$ cat config.mk
export PLATFORM = sky130hd
export DESIGN_NAME = idle_pwr_ctrl
export DESIGN_NICKNAME = d
export VERILOG_FILES = /design/src/rtl/idle_pkg.sv /design/src/rtl/idle_core_fsm.sv /design/src/rtl/idle_pkg_sleep.sv /design/src/rtl/idle_pwr_ctrl.sv
export SDC_FILE = /design/constraint.sdc
export NUM_CORES = 1
export LEC_CHECK = 0
export ABC_AREA = 1
export BUFFER_PORTS_ARGS = -buffer_cell sky130_fd_sc_hd__buf_2
export CAP_MARGIN = 20
export CORE_MARGIN = 2
export CORE_UTILIZATION = 56
export CTS_CLUSTER_SIZE = 25
export DETAILED_ROUTE_END_ITERATION = 10
export PLACE_DENSITY_LB_ADDON = 0.05
export RECOVER_POWER = 25
export SKIP_LAST_GASP = 1
export SLEW_MARGIN = 15
export SYNTH_ARGS = -nofsm -noshare
export SYNTH_HDL_FRONTEND = slang
export SYNTH_SLANG_ARGS = --single-unit
$ cat constraint.sdc
create_clock -name clk -period 3.4 [get_ports clk]
set_clock_uncertainty 0.15 [all_clocks]
set_input_delay 0.68 -clock clk [delete_from_list [all_inputs] [get_ports clk]]
set_output_delay 0.68 -clock clk [all_outputs]
set_load 0.1 [all_outputs]
$ cat src/rtl/idle_pkg.sv
package idle_pkg;
  localparam int ST_W = 3;

  typedef enum logic [ST_W-1:0] {
    ST_C0    = 3'd0,
    ST_C1    = 3'd1,
    ST_C2    = 3'd2,
    ST_C3    = 3'd3,
    ST_C4    = 3'd4,
    ST_SNP   = 3'd5,
    ST_FLUSH = 3'd6
  } idle_st_e;
endpackage

$ cat src/rtl/idle_core_fsm.sv
module idle_core_fsm
  import idle_pkg::*;
#(
  parameter int LVL_W = 3
) (
  input  logic             clk,
  input  logic             rst,
  input  logic             halt_req,
  input  logic             wait_req,
  input  logic [LVL_W-1:0] wait_lvl,
  input  logic             io_rd,
  input  logic [LVL_W-1:0] io_sel,
  input  logic             snoop_req,
  input  logic             snoop_done,
  input  logic             mon_evt,
  input  logic             irq_evt,
  input  logic             flush_done,
  input  logic             stop_clk,
  output logic [ST_W-1:0]  state_o,
  output logic             clk_en,
  output logic             flush_req,
  output logic             snoop_svc,
  output logic             stop_ack
);
  idle_st_e st, nxt, ret, nret, tgt, ntgt;
  logic by_wait, nby_wait;
  logic ack_cond, ack_cond_q, ack_q;
  logic wake, wait_ok, io_ok;

  assign wake    = irq_evt | mon_evt;
  assign wait_ok = wait_req && (wait_lvl >= LVL_W'(1)) && (wait_lvl <= LVL_W'(4));
  assign io_ok   = io_rd && (io_sel >= LVL_W'(2)) && (io_sel <= LVL_W'(5));

  always_comb begin
    nxt      = st;
    nret     = ret;
    ntgt     = tgt;
    nby_wait = by_wait;
    case (st)
      ST_C0: begin
        if (halt_req) begin
          nxt = ST_C1; nby_wait = 1'b0;
        end else if (wait_ok) begin
          nby_wait = 1'b1;
          if (wait_lvl == LVL_W'(1))      nxt = ST_C1;
          else if (wait_lvl == LVL_W'(2)) nxt = ST_C2;
          else begin
            nxt  = ST_FLUSH;
            ntgt = (wait_lvl == LVL_W'(3)) ? ST_C3 : ST_C4;
          end
        end else if (io_ok) begin
          nby_wait = 1'b0;
          if (io_sel == LVL_W'(2)) nxt = ST_C2;
          else begin
            nxt  = ST_FLUSH;
            ntgt = (io_sel == LVL_W'(3)) ? ST_C3 : ST_C4;
          end
        end
      end
      ST_C1, ST_C2: begin
        if (irq_evt || (mon_evt && by_wait)) nxt = ST_C0;
        else if (snoop_req) begin
          nxt  = ST_SNP;
          nret = st;
        end
      end
      ST_SNP:   if (snoop_done) nxt = ret;
      ST_FLUSH: begin
        if (wake)            nxt = ST_C0;
        else if (flush_done) nxt = tgt;
      end
      ST_C3, ST_C4: if (wake) nxt = ST_C0;
      default: nxt = ST_C0;
    endcase
  end

  assign ack_cond = (nxt == ST_C2) && stop_clk;

  always_ff @(posedge clk) begin
    if (rst) begin
      st         <= ST_C0;
      ret        <= ST_C1;
      tgt        <= ST_C3;
      by_wait    <= 1'b0;
      ack_cond_q <= 1'b0;
      ack_q      <= 1'b0;
    end else begin
      st         <= nxt;
      ret        <= nret;
      tgt        <= ntgt;
      by_wait    <= nby_wait;
      ack_cond_q <= ack_cond;
      ack_q      <= ack_cond && !ack_cond_q;
    end
  end

  assign state_o   = st;
  assign clk_en    = !((st == ST_C3) || (st == ST_C4));
  assign flush_req = (st == ST_FLUSH);
  assign snoop_svc = (st == ST_SNP);
  assign stop_ack  = ack_q;

  // a halt-entered C1 ignores a lone monitor event
  a_r5_halt_ignores_monitor: assert property (@(posedge clk) disable iff (rst)
    (st == ST_C1 && !by_wait && mon_evt && !irq_evt && !snoop_req) |=> (st == ST_C1));

  // snoop service returns to the level it left
  a_r6_snoop_return: assert property (@(posedge clk) disable iff (rst)
    (st == ST_SNP && snoop_done) |=> (st == $past(ret)));

  // flushing holds until done or a wake
  a_r7_flush_hold: assert property (@(posedge clk) disable iff (rst)
    (st == ST_FLUSH && !flush_done && !wake) |=> (st == ST_FLUSH && flush_req));

  // deep levels ignore snoops
  a_r8_deep_stays: assert property (@(posedge clk) disable iff (rst)
    ((st == ST_C3 || st == ST_C4) && !wake) |=> $stable(st));

  // stop-grant acknowledge is a single-cycle strobe
  a_r9_ack_strobe: assert property (@(posedge clk) disable iff (rst)
    stop_ack |=> !stop_ack);
endmodule

$ cat src/rtl/idle_pkg_sleep.sv
module idle_pkg_sleep
  import idle_pkg::*;
#(
  parameter int NCORES = 2
) (
  input  logic                   clk,
  input  logic                   rst,
  input  logic [NCORES*ST_W-1:0] states,
  input  logic                   deep_en,
  output logic                   pkg_req
);
  logic [NCORES-1:0] in_c4;

  for (genvar i = 0; i < NCORES; i++) begin : g_c4
    assign in_c4[i] = (states[i*ST_W +: ST_W] == ST_C4);
  end

  assign pkg_req = deep_en && (&in_c4);

  // request drops no later than the cycle a core leaves C4
  a_r10_pkg_drop: assert property (@(posedge clk) disable iff (rst)
    (pkg_req && !(&in_c4)) |-> 1'b0);
endmodule

$ cat src/rtl/idle_pwr_ctrl.sv
module idle_pwr_ctrl
  import idle_pkg::*;
#(
  parameter int NCORES = 2,
  parameter int LVL_W  = 3
) (
  input  logic                    clk,
  input  logic                    rst,
  input  logic [NCORES-1:0]       halt_req,
  input  logic [NCORES-1:0]       wait_req,
  input  logic [NCORES*LVL_W-1:0] wait_lvl,
  input  logic [NCORES-1:0]       io_rd,
  input  logic [NCORES*LVL_W-1:0] io_sel,
  input  logic [NCORES-1:0]       snoop_req,
  input  logic [NCORES-1:0]       snoop_done,
  input  logic [NCORES-1:0]       mon_evt,
  input  logic [NCORES-1:0]       irq_evt,
  input  logic [NCORES-1:0]       flush_done,
  input  logic                    stop_clk,
  input  logic                    deep_en,
  output logic [NCORES*ST_W-1:0]  core_state,
  output logic [NCORES-1:0]       clk_en,
  output logic [NCORES-1:0]       flush_req,
  output logic [NCORES-1:0]       snoop_svc,
  output logic [NCORES-1:0]       stop_ack,
  output logic                    pkg_sleep_req
);
  for (genvar i = 0; i < NCORES; i++) begin : g_core
    idle_core_fsm #(.LVL_W(LVL_W)) u_core (
      .clk        (clk),
      .rst        (rst),
      .halt_req   (halt_req[i]),
      .wait_req   (wait_req[i]),
      .wait_lvl   (wait_lvl[i*LVL_W +: LVL_W]),
      .io_rd      (io_rd[i]),
      .io_sel     (io_sel[i*LVL_W +: LVL_W]),
      .snoop_req  (snoop_req[i]),
      .snoop_done (snoop_done[i]),
      .mon_evt    (mon_evt[i]),
      .irq_evt    (irq_evt[i]),
      .flush_done (flush_done[i]),
      .stop_clk   (stop_clk),
      .state_o    (core_state[i*ST_W +: ST_W]),
      .clk_en     (clk_en[i]),
      .flush_req  (flush_req[i]),
      .snoop_svc  (snoop_svc[i]),
      .stop_ack   (stop_ack[i])
    );
  end

  idle_pkg_sleep #(.NCORES(NCORES)) u_pkg (
    .clk     (clk),
    .rst     (rst),
    .states  (core_state),
    .deep_en (deep_en),
    .pkg_req (pkg_sleep_req)
  );
endmodule

==> key figures, run 1 <==
Setup path
  • CP max-delay cell: buf_2
  • Crit path max-delay family: simple AND/OR/NAND/NOR gates
  • Crit-path max cell delay: 450 ps
  • Reg2reg setup slack: 1570 ps
  • Crit Path Category: flip-flop to primary output
  • Reg2Reg Depth: 9
  • Worst R2R Start: g_core[0].u_core.state_o[1]
  • Crit end category: primary output
  • Crit start category: flip-flop
  • Critical Path RT: 2570 ps
  • Critical Path Fanout Max: 10
  • Worst Path Buf+Inv: 1
  • Reg2reg end: g_core[0].u_core.ack_cond_q
  • Crit path cell chain: nor2_1 > nand3_1 > nor3_2 > buf_2
  • Critical Path AT: 1810 ps

Drt
  • DR pass1 iterations: 4
  • DRC Markers: 0
  • Met2 WL: 1650 um
  • Uppermost routed layer: met4
  • Via density per instance: 5.13
  • WL final: 3510 um
  • Iter 0 DRT Violations: 101
  • Met1 wire length: 1560 um
  • DRT antenna net count: 0
  • Vias: 1,725
  • Post-DR wirelength/cell: 10.5 um
  • WL met3: 214 um

Cells and area
  • Final Net Count: 338
  • N_diodes: 0
  • Area Growth Syn to Fin: 13.6%
  • Share of layout cells above drive strength 1: 0.246

Logic synthesis
  • Synth area leader: dfxtp_1
  • Yosys warnings: 0
  • Count leader, synth: nand2_1
  • Share of the yosys chip area belonging to registers: 0.274
  • Netlist cell types: 25
  • Synth Register Bits: 22
  • Yosys top cell area share: 0.274
  • EDFF count, synth: 0
  • Top cells by count, synth: 71 x nand2_1, 31 x inv_1, 27 x nand3_1, 27 x nor2_1, 22 x dfxtp_1
  • Most used DFF post-synth: dfxtp_1
  • Post-synthesis average cell area: 6.04 um2
  • Async SR Flop Fraction: 0
  • Post-synthesis cell area: 0.00161 mm2
  • Synth top area cells: dfxtp_1 27%, nand2_1 17%, nand3_1 8.4%, inv_1 7.2%, nor2_1 6.3%
  • Post-Synthesis Cells: 266
  • Syn nets: 298

Global routing
  • GRT overflow: 0
  • GRT Overall Usage: 0.227
  • Initial antenna violation count: 0
  • Vias in the first global route: 1,514
  • Pin count of the biggest net entering global routing: 14
  • Global-route wire length before repair: 6020 um

Floorplan
  • DIE WIDTH: 57.6 um
  • Chip height: 57.6 um
  • Starting density of the core: 0.588
  • Core area: 0.00273 mm2
  • Die area: 0.00332 mm2
  • FP Rows: 19
  • Ports: 47

STA
  • # setup viols final: 0
  • Max-slew headroom: 0.674
  • Final Hold Fails: 0
  • Final slew viol count: 0
  • Fin crit share: 0.778
  • Worst slew pin tran: 492 ps
  • Tmin final: 2640 ps
  • Max frequency: 0.378 GHz
  • Setup TNS: 0 ps
  • Unrepaired setup endpoints after global routing: false
  • Final setup margin: 756 ps

Min path
  • Min-Delay Endpoint: g_core[1].u_core.stop_ack
  • Hold Path Class: flip-flop to flip-flop
  • WHS Path Cells: 1
  • Min-delay src: g_core[1].u_core.ack_cond_q

Power
  • Sequential power share: 0.377
  • Clock share of power: 0.257
  • LEAKAGE: 0.976 nW
  • Switching component of the power: 0.327 mW
  • Switching share of power: 0.411
  • Pwr dens: 436 mW/mm2
  • Combinational group share of total power: 0.366
  • Max VDD drop: 449 uV
  • Internal power: 0.469 mW

Clock tree
  • CTS Sinks: 22
  • Hold-fix buffers at CTS: 0
  • Root buffer cell: clkbuf_4
  • Max Root-Sink Buffers: 2
  • Postcts setup bufs: 0
  • Htree depth: 1
  • Post-CTS sizing: 0
  • CTS tree: built
  • Cts bufs inserted: 3
  • Clk pin slew, worst setup/hold paths: 130 ps
  • Clk_lat worst skew: 320 ps

Outcome
  • Outcome: complete, no violations

Placement
  • IO Port Bufs: 46
  • Post-DP HPWL: 2800 um
  • Setup WS pre-CTS: 1150 ps
  • Gpl congestion: 0.927

Run
  • MaxCap Viol Count: 0
==> layer usage <==
layer,track usage,vias up
met5,0,-
met4,0.0698,0
met3,0.0499,12
met2,0.391,61
met1,0.282,733
li1,-,919
==> power by group through the flow <==
stage	Clock, mW	Combinational, mW	Sequential [mW]
detailed placement	0	0.298	0.308
floorplan	0	0.191	0.357
finish	0.205	0.291	0.300
global placement	0	0.298	0.307
global route	0.215	0.319	0.304
CTS	0.208	0.299	0.302
==> cell type report <==
cell class                      count  area, um2
Multi-Input combinational cell    192        912
Fill cell                         278        907
Sequential cell                    22        440
Timing Repair Buffer               46        229
Inverter                           41        154
Tap cell                           31       38.8
Clock inverter                      1       30.0
Clock buffer                        3       22.5
==> how the worst max path moves through the flow <==
stage,start,end,slack (ps),depth (start not counted)
4_1_cts,g_core[1].u_core.state_o[1],pkg_sleep_req,840,4
3_5_place_dp,deep_en,pkg_sleep_req,1150,4
5_1_grt,g_core[0].u_core.state_o[1],pkg_sleep_req,690,4
3_3_place_gp,deep_en,pkg_sleep_req,1200,4
2_1_floorplan,g_core[1].u_core.state_o[2],pkg_sleep_req,80,2
6_report,g_core[0].u_core.state_o[1],pkg_sleep_req,760,4
==> layout by cell type (no fill, tap or decap), types with 5 or more instances in the layout <==
| master | instances |
|---|---|
| nor2_1 | 32 |
| nand2_1 | 71 |
| dfxtp_1 | 22 |
| buf_2 | 45 |
| nand2_2 | 6 |
| inv_1 | 31 |
| o21ai_1 | 5 |
| o21ai_0 | 14 |
| inv_2 | 8 |
| a21oi_1 | 9 |
| nand4_1 | 6 |
| nand3_1 | 28 |
==> cell families after synthesis <==
kind of cell    count (synthesis)  share of synthesized area
compound gates                 37                      0.129
flops                          22                      0.274
buf+inv                        52                      0.145
simple gates                  155                      0.452
==> stage by stage <==
stage | std cells | total power [mW] | util | hold WS, ps | instance area, um2
4_1_cts | 336 | 0.808 | 0.679 | 263 | 1860
6_report | 336 | 0.796 | 0.668 | 259 | 1830
5_1_grt | 336 | 0.838 | 0.668 | 280 | 1830
3_3_place_gp | 332 | 0.605 | 0.659 | 237 | 1800
3_5_place_dp | 332 | 0.605 | 0.659 | 243 | 1800
2_1_floorplan | 266 | 0.548 | - | 233 | 1610
==> flip-flops by register name, indices dropped and copies added (netlist names) <==
name and count:
g_core.u_core.ack_cond_q 2, g_core.u_core.by_wait 2, g_core.u_core.ret 6, g_core.u_core.state_o 6, g_core.u_core.stop_ack 2, g_core.u_core.tgt 4
Note: power is estimated with default switching activity, not from simulation.
==> run 2, diff against run 1 <==
--- a/config.mk
+++ b/config.mk
@@ -9,7 +9,7 @@
 export BUFFER_PORTS_ARGS = -buffer_cell sky130_fd_sc_hd__buf_2
 export CAP_MARGIN = 20
 export CORE_MARGIN = 2
-export CORE_UTILIZATION = 56
+export CORE_UTILIZATION = 47
 export CTS_CLUSTER_SIZE = 25
 export DETAILED_ROUTE_END_ITERATION = 10
 export PLACE_DENSITY_LB_ADDON = 0.05
==> constraint.sdc (replaced) <==
create_clock -name clk -period 2.32 [get_ports clk]
set_clock_uncertainty 0.15 [all_clocks]
set_input_delay 0.464 -clock clk [delete_from_list [all_inputs] [get_ports clk]]
set_output_delay 0.464 -clock clk [all_outputs]
set_load 0.1 [all_outputs]
==> run 2 against run 1 <==
Compared with the run above: flip-flop and latch count unchanged; routed wire length increased by 2.8%; register-to-register slack got worse by 1000 ps; combinational power increased by 49%; cell count increased by 4.5%; core utilization decreased by 10 points; first-iteration DRC count increased by 18%; critical endpoint unchanged; worst hold slack got worse by 6.3 ps; clock-buffer cell count unchanged.
==> key figures, run 2 (same netlist as run 1, synthesis figures left out) <==
Global routing
  • Pin count of the biggest net entering global routing: 14
  • Vias in the first global route: 1,563
  • Initial antenna violation count: 0
  • Global-route wire length before repair: 6580 um
  • GRT Overall Usage: 0.201
  • GRT overflow: 0

Power
  • Clock share of power: 0.251
  • Max VDD drop: 353 uV
  • Internal power: 0.693 mW
  • Pwr dens: 625 mW/mm2
  • Switching component of the power: 0.480 mW
  • Switching share of power: 0.409
  • Sequential power share: 0.379
  • Combinational group share of total power: 0.371
  • Total power: 1.17 mW
  • LEAKAGE: 0.990 nW

Setup path
  • Reg2Reg Depth: 9
  • Critical Path RT: 1710 ps
  • Critical Path Fanout Max: 8
  • Crit Path Category: flip-flop to primary output
  • Crit end category: primary output
  • Crit start category: flip-flop
  • Worst R2R Start: g_core[0].u_core.state_o[0]
  • Critical Path AT: 1590 ps
  • Reg2reg setup slack: 570 ps
  • Reg2reg end: g_core[0].u_core.ack_cond_q

STA
  • Final Hold Fails: 0
  • Max frequency: 0.454 GHz
  • Final setup margin: 116 ps
  • Worst slew pin tran: 492 ps
  • Hold slack: 253 ps
  • Unrepaired setup endpoints after global routing: false
  • Tmin final: 2200 ps
  • Max-slew headroom: 0.675
  • Fin crit share: 0.950
  • Setup TNS: 0 ps
  • # setup viols final: 0
  • Final slew viol count: 0

Drt
  • DRT antenna net count: 0
  • Vias: 1,707
  • DRC Markers: 0
  • Post-DR wirelength/cell: 10.3 um
  • WL final: 3610 um
  • DR pass1 iterations: 4
  • Via density per instance: 4.86
  • Iter 0 DRT Violations: 119

Cells and area
  • N_diodes: 0
  • Final Core Density: 0.567
  • Commonest non-fill, non-tap cell in the layout: nand2_1
  • Final Net Count: 338
  • Most frequent cells in the layout: 71 x nand2_1, 45 x buf_2, 31 x inv_1
  • Area Growth Syn to Fin: 16.7%
  • Share of layout cells above drive strength 1: 0.275
  • Fill cell count: 370
  • Finished Layout Cells: 351
  • Final instance area: 0.00188 mm2

Min path
  • Hold Path Class: flip-flop to flip-flop
  • Min-delay src: g_core[1].u_core.ack_cond_q
  • Min-Delay Endpoint: g_core[1].u_core.stop_ack
  • WHS Path Cells: 1

Placement
  • Post-DP HPWL: 3020 um
  • Setup WS pre-CTS: 379 ps
  • # placed instances: 347
  • Area post-placement: 0.00184 mm2
  • IO Port Bufs: 46
  • Gpl congestion: 0.862

Clock tree
  • CTS Sinks: 22
  • Root buffer cell: clkbuf_4
  • Htree depth: 1
  • Clk_lat worst skew: 310 ps
  • Hold-fix buffers at CTS: 0
  • Max Root-Sink Buffers: 2
  • Cts bufs inserted: 3
  • Postcts setup bufs: 0
  • Clk pin slew, worst setup/hold paths: 120 ps
  • CTS tree: built

Outcome
  • Outcome: complete, no violations

Floorplan
  • Core area: 0.00331 mm2
  • Starting density of the core: 0.486
  • FP Rows: 21
  • DIE WIDTH: 62.5 um
  • Die area: 0.00390 mm2
  • Ports: 47
  • Chip height: 62.5 um

Run
  • MaxCap Viol Count: 0
-- run 2: cell count changes in the layout (fill, tap and decap cells not counted) --
cell      before  now
clkbuf_1       1    0
clkbuf_4       3    4
clkinv_1       2    1
dfxtp_1       22   18
dfxtp_2        0    3
dfxtp_4        0    1
inv_2          8    9
nor2_1        32   29
nor2_2         3    5
nor2_4         3    4
nor3_2         2    1
nor3_4         0    1
-- run 2: final cells by class --
class	count	area [um2]	area share
clock buffers	3	22.5	0.0120
multi-input cells	192	931	0.496
inverters	41	154	0.0821
flip-flops and latches	22	448	0.239
well taps	46	57.6	0.0307
repair buffers	46	233	0.124
clock inverters	1	30.0	0.0160
-- run 2: critical path, cell delays in order (launching register included) --
cell,delay (ps)
dfxtp_1,430
nor2_4,200
nand3_1,140
nor3_4,150
clkbuf_4,350
-- run 2: what timing repair did --
item | 4_1_cts | 5_1_grt
hold endpoints to repair | 0 | 0
setup endpoints to repair | 0 | 1
gates resized for setup | 0 | 1
-- run 2: how the worst max path moves through the flow --
stage	slack [ps]	start	to
after floorplan	10	g_core[1].u_core.state_o[2]	pkg_sleep_req
after global placement	410	g_core[1].u_core.state_o[1]	pkg_sleep_req
after detailed placement	380	g_core[1].u_core.state_o[1]	pkg_sleep_req
after CTS	20	g_core[1].u_core.state_o[1]	pkg_sleep_req
after global routing	30	g_core[1].u_core.state_o[1]	pkg_sleep_req
final	120	g_core[0].u_core.state_o[0]	pkg_sleep_req
-- run 2: layer usage --
metal	track usage	share of wire	up-vias
li1	-	-	919
met1	0.246	0.44	749
met2	0.375	0.51	34
met5	0	0	-
met4	0.0500	0.010	0
met3	0.0198	0.042	5
-- run 2: power by group through the flow --
stage | clock (mW) | combinational, mW | sequential (mW)
after floorplan | 0 | 0.281 | 0.526
after CTS | 0.301 | 0.444 | 0.445
after detailed placement | 0 | 0.443 | 0.453
after global routing | 0.321 | 0.480 | 0.449
final | 0.294 | 0.435 | 0.444
after global placement | 0 | 0.443 | 0.452
==> run 3, diff against run 2 <==
--- a/config.mk
+++ b/config.mk
@@ -9,7 +9,7 @@
 export BUFFER_PORTS_ARGS = -buffer_cell sky130_fd_sc_hd__buf_2
 export CAP_MARGIN = 20
 export CORE_MARGIN = 2
-export CORE_UTILIZATION = 47
+export CORE_UTILIZATION = 35
 export CTS_CLUSTER_SIZE = 25
 export DETAILED_ROUTE_END_ITERATION = 10
 export PLACE_DENSITY_LB_ADDON = 0.05
==> run 3 against run 2 <==
Compared with the run above: sequential share of layout area fell by 0.32 points; critical path depth did not move; worst hold slack got worse by 6.1 ps; largest cell class unchanged.
==> key figures, run 3 (same netlist as run 1, synthesis figures left out) <==
Outcome
  • Outcome: complete, no violations

Setup path
  • Worst setup startpoint: g_core[1].u_core.state_o[2]
  • Reg2reg setup slack: 590 ps
  • Crit path cell chain: inv_1 > nand2_1 > o21ai_1 > buf_2
  • Crit-path max cell delay: 460 ps
  • Worst Path Buf+Inv: 2
  • Critical Path RT: 1710 ps
  • CP max-delay cell: buf_2
  • Critical Path Fanout Max: 9
  • Crit path max-delay family: buffers and inverters
  • Critical Path AT: 1590 ps
  • Crit Path Category: flip-flop to primary output
  • Worst R2R Start: g_core[1].u_core.state_o[2]
  • Crit start category: flip-flop
  • Reg2Reg Depth: 10
  • Crit end category: primary output
  • Reg2reg end: g_core[1].u_core.ack_cond_q

Run
  • MaxCap Viol Count: 0

STA
  • Final slew viol count: 0
  • Fin crit share: 0.951
  • Max frequency: 0.453 GHz
  • Setup TNS: 0 ps
  • Final Hold Fails: 0
  • Tmin final: 2210 ps
  • # setup viols final: 0
  • Worst slew pin tran: 574 ps
  • Max-slew headroom: 0.617
  • Unrepaired setup endpoints after global routing: false

Drt
  • DRT antenna net count: 0
  • WL final: 3870 um
  • DR pass1 iterations: 4
  • Met2 WL: 1900 um
  • Uppermost routed layer: met4
  • WL met3: 180 um
  • Iter 0 DRT Violations: 64
  • DRC Markers: 0
  • Via density per instance: 4.75
  • Post-DR wirelength/cell: 10.8 um
  • Met1 wire length: 1760 um
  • Vias: 1,696

Cells and area
  • Share of layout cells above drive strength 1: 0.279
  • Final instance area: 0.00191 mm2
  • Commonest non-fill, non-tap cell in the layout: nand2_1
  • Final Net Count: 338
  • Final Core Density: 0.436
  • Area Growth Syn to Fin: 18.9%
  • N_diodes: 0
  • Most frequent cells in the layout: 71 x nand2_1, 44 x buf_2, 32 x inv_1

Power
  • Sequential power share: 0.359
  • LEAKAGE: 0.996 nW
  • Switching share of power: 0.396
  • Switching component of the power: 0.492 mW
  • Clock share of power: 0.287
  • Combinational group share of total power: 0.354
  • Pwr dens: 649 mW/mm2
  • Internal power: 0.750 mW
  • Max VDD drop: 401 uV

Clock tree
  • Hold-fix buffers at CTS: 0
  • Htree depth: 1
  • Clk pin slew, worst setup/hold paths: 80 ps
  • CTS tree: built
  • Clk_lat worst skew: 260 ps
  • Max Root-Sink Buffers: 2
  • Cts bufs inserted: 3
  • Root buffer cell: clkbuf_8
  • Postcts setup bufs: 0
  • Post-CTS sizing: 0
  • CTS Sinks: 22

Floorplan
  • Core area: 0.00438 mm2
  • FP Rows: 24
  • Starting density of the core: 0.367
  • Ports: 47
  • DIE WIDTH: 71.8 um
  • Die area: 0.00515 mm2
  • Chip height: 71.8 um

Min path
  • Min-delay src: g_core[1].u_core.ack_cond_q
  • WHS Path Cells: 1
  • Hold Path Class: flip-flop to flip-flop
  • Min-Delay Endpoint: g_core[1].u_core.stop_ack

Global routing
  • GRT overflow: 0
  • Initial antenna violation count: 0
  • Global-route wire length before repair: 6800 um
  • Vias in the first global route: 1,562
  • Pin count of the biggest net entering global routing: 14
  • GRT Overall Usage: 0.163

Placement
  • Area post-placement: 0.00185 mm2
  • Gpl congestion: 0.828
  • Post-DP HPWL: 3200 um
  • IO Port Bufs: 46
run 3: changes by cell type in the layout (fill, tap and decap cells not counted), moves of 2 or more:
cell / change
clkbuf_1: +2
dfxtp_2: +2
dfxtp_1: -2
clkbuf_8: +3
clkbuf_4: -4
run 3: metal layers:
metal  track usage  up-vias
met5             0        -
met4        0.0314        0
met3        0.0295        4
met2         0.294       34
met1         0.204      734
li1              -      924
run 3: final cells by class:
type,count,area [um2]
inverters,41,154
flip-flops and latches,22,450
fillers,517,2470
multi-input cells,192,943
repair buffers,46,228
clock inverters,1,30.0
well taps,52,65.1
clock buffers,3,41.3
run 3: worst max path at each step:
stage	cells after the start	endpoint
finish	4	clk_en[1]
global route	4	clk_en[1]
global placement	4	pkg_sleep_req
detailed placement	4	pkg_sleep_req
floorplan	2	pkg_sleep_req
CTS	4	pkg_sleep_req
run 3: power groups by stage:
stage	logic, mW	clock network (mW)	registers, mW
4_1_cts	0.448	0.371	0.445
3_3_place_gp	0.448	0	0.452
2_1_floorplan	0.281	0	0.526
6_report	0.440	0.356	0.445
5_1_grt	0.485	0.385	0.451
3_5_place_dp	0.446	0	0.453
run 3: through the flow:
step,total power [mW],hold slack [ps],setup WS (ps),cells
final,1.24,247,115,357
after CTS,1.26,251,79.7,357
after global placement,0.901,236,395,353
after detailed placement,0.899,239,380,353
after floorplan,0.807,233,14.7,266
after global routing,1.32,269,40.9,357
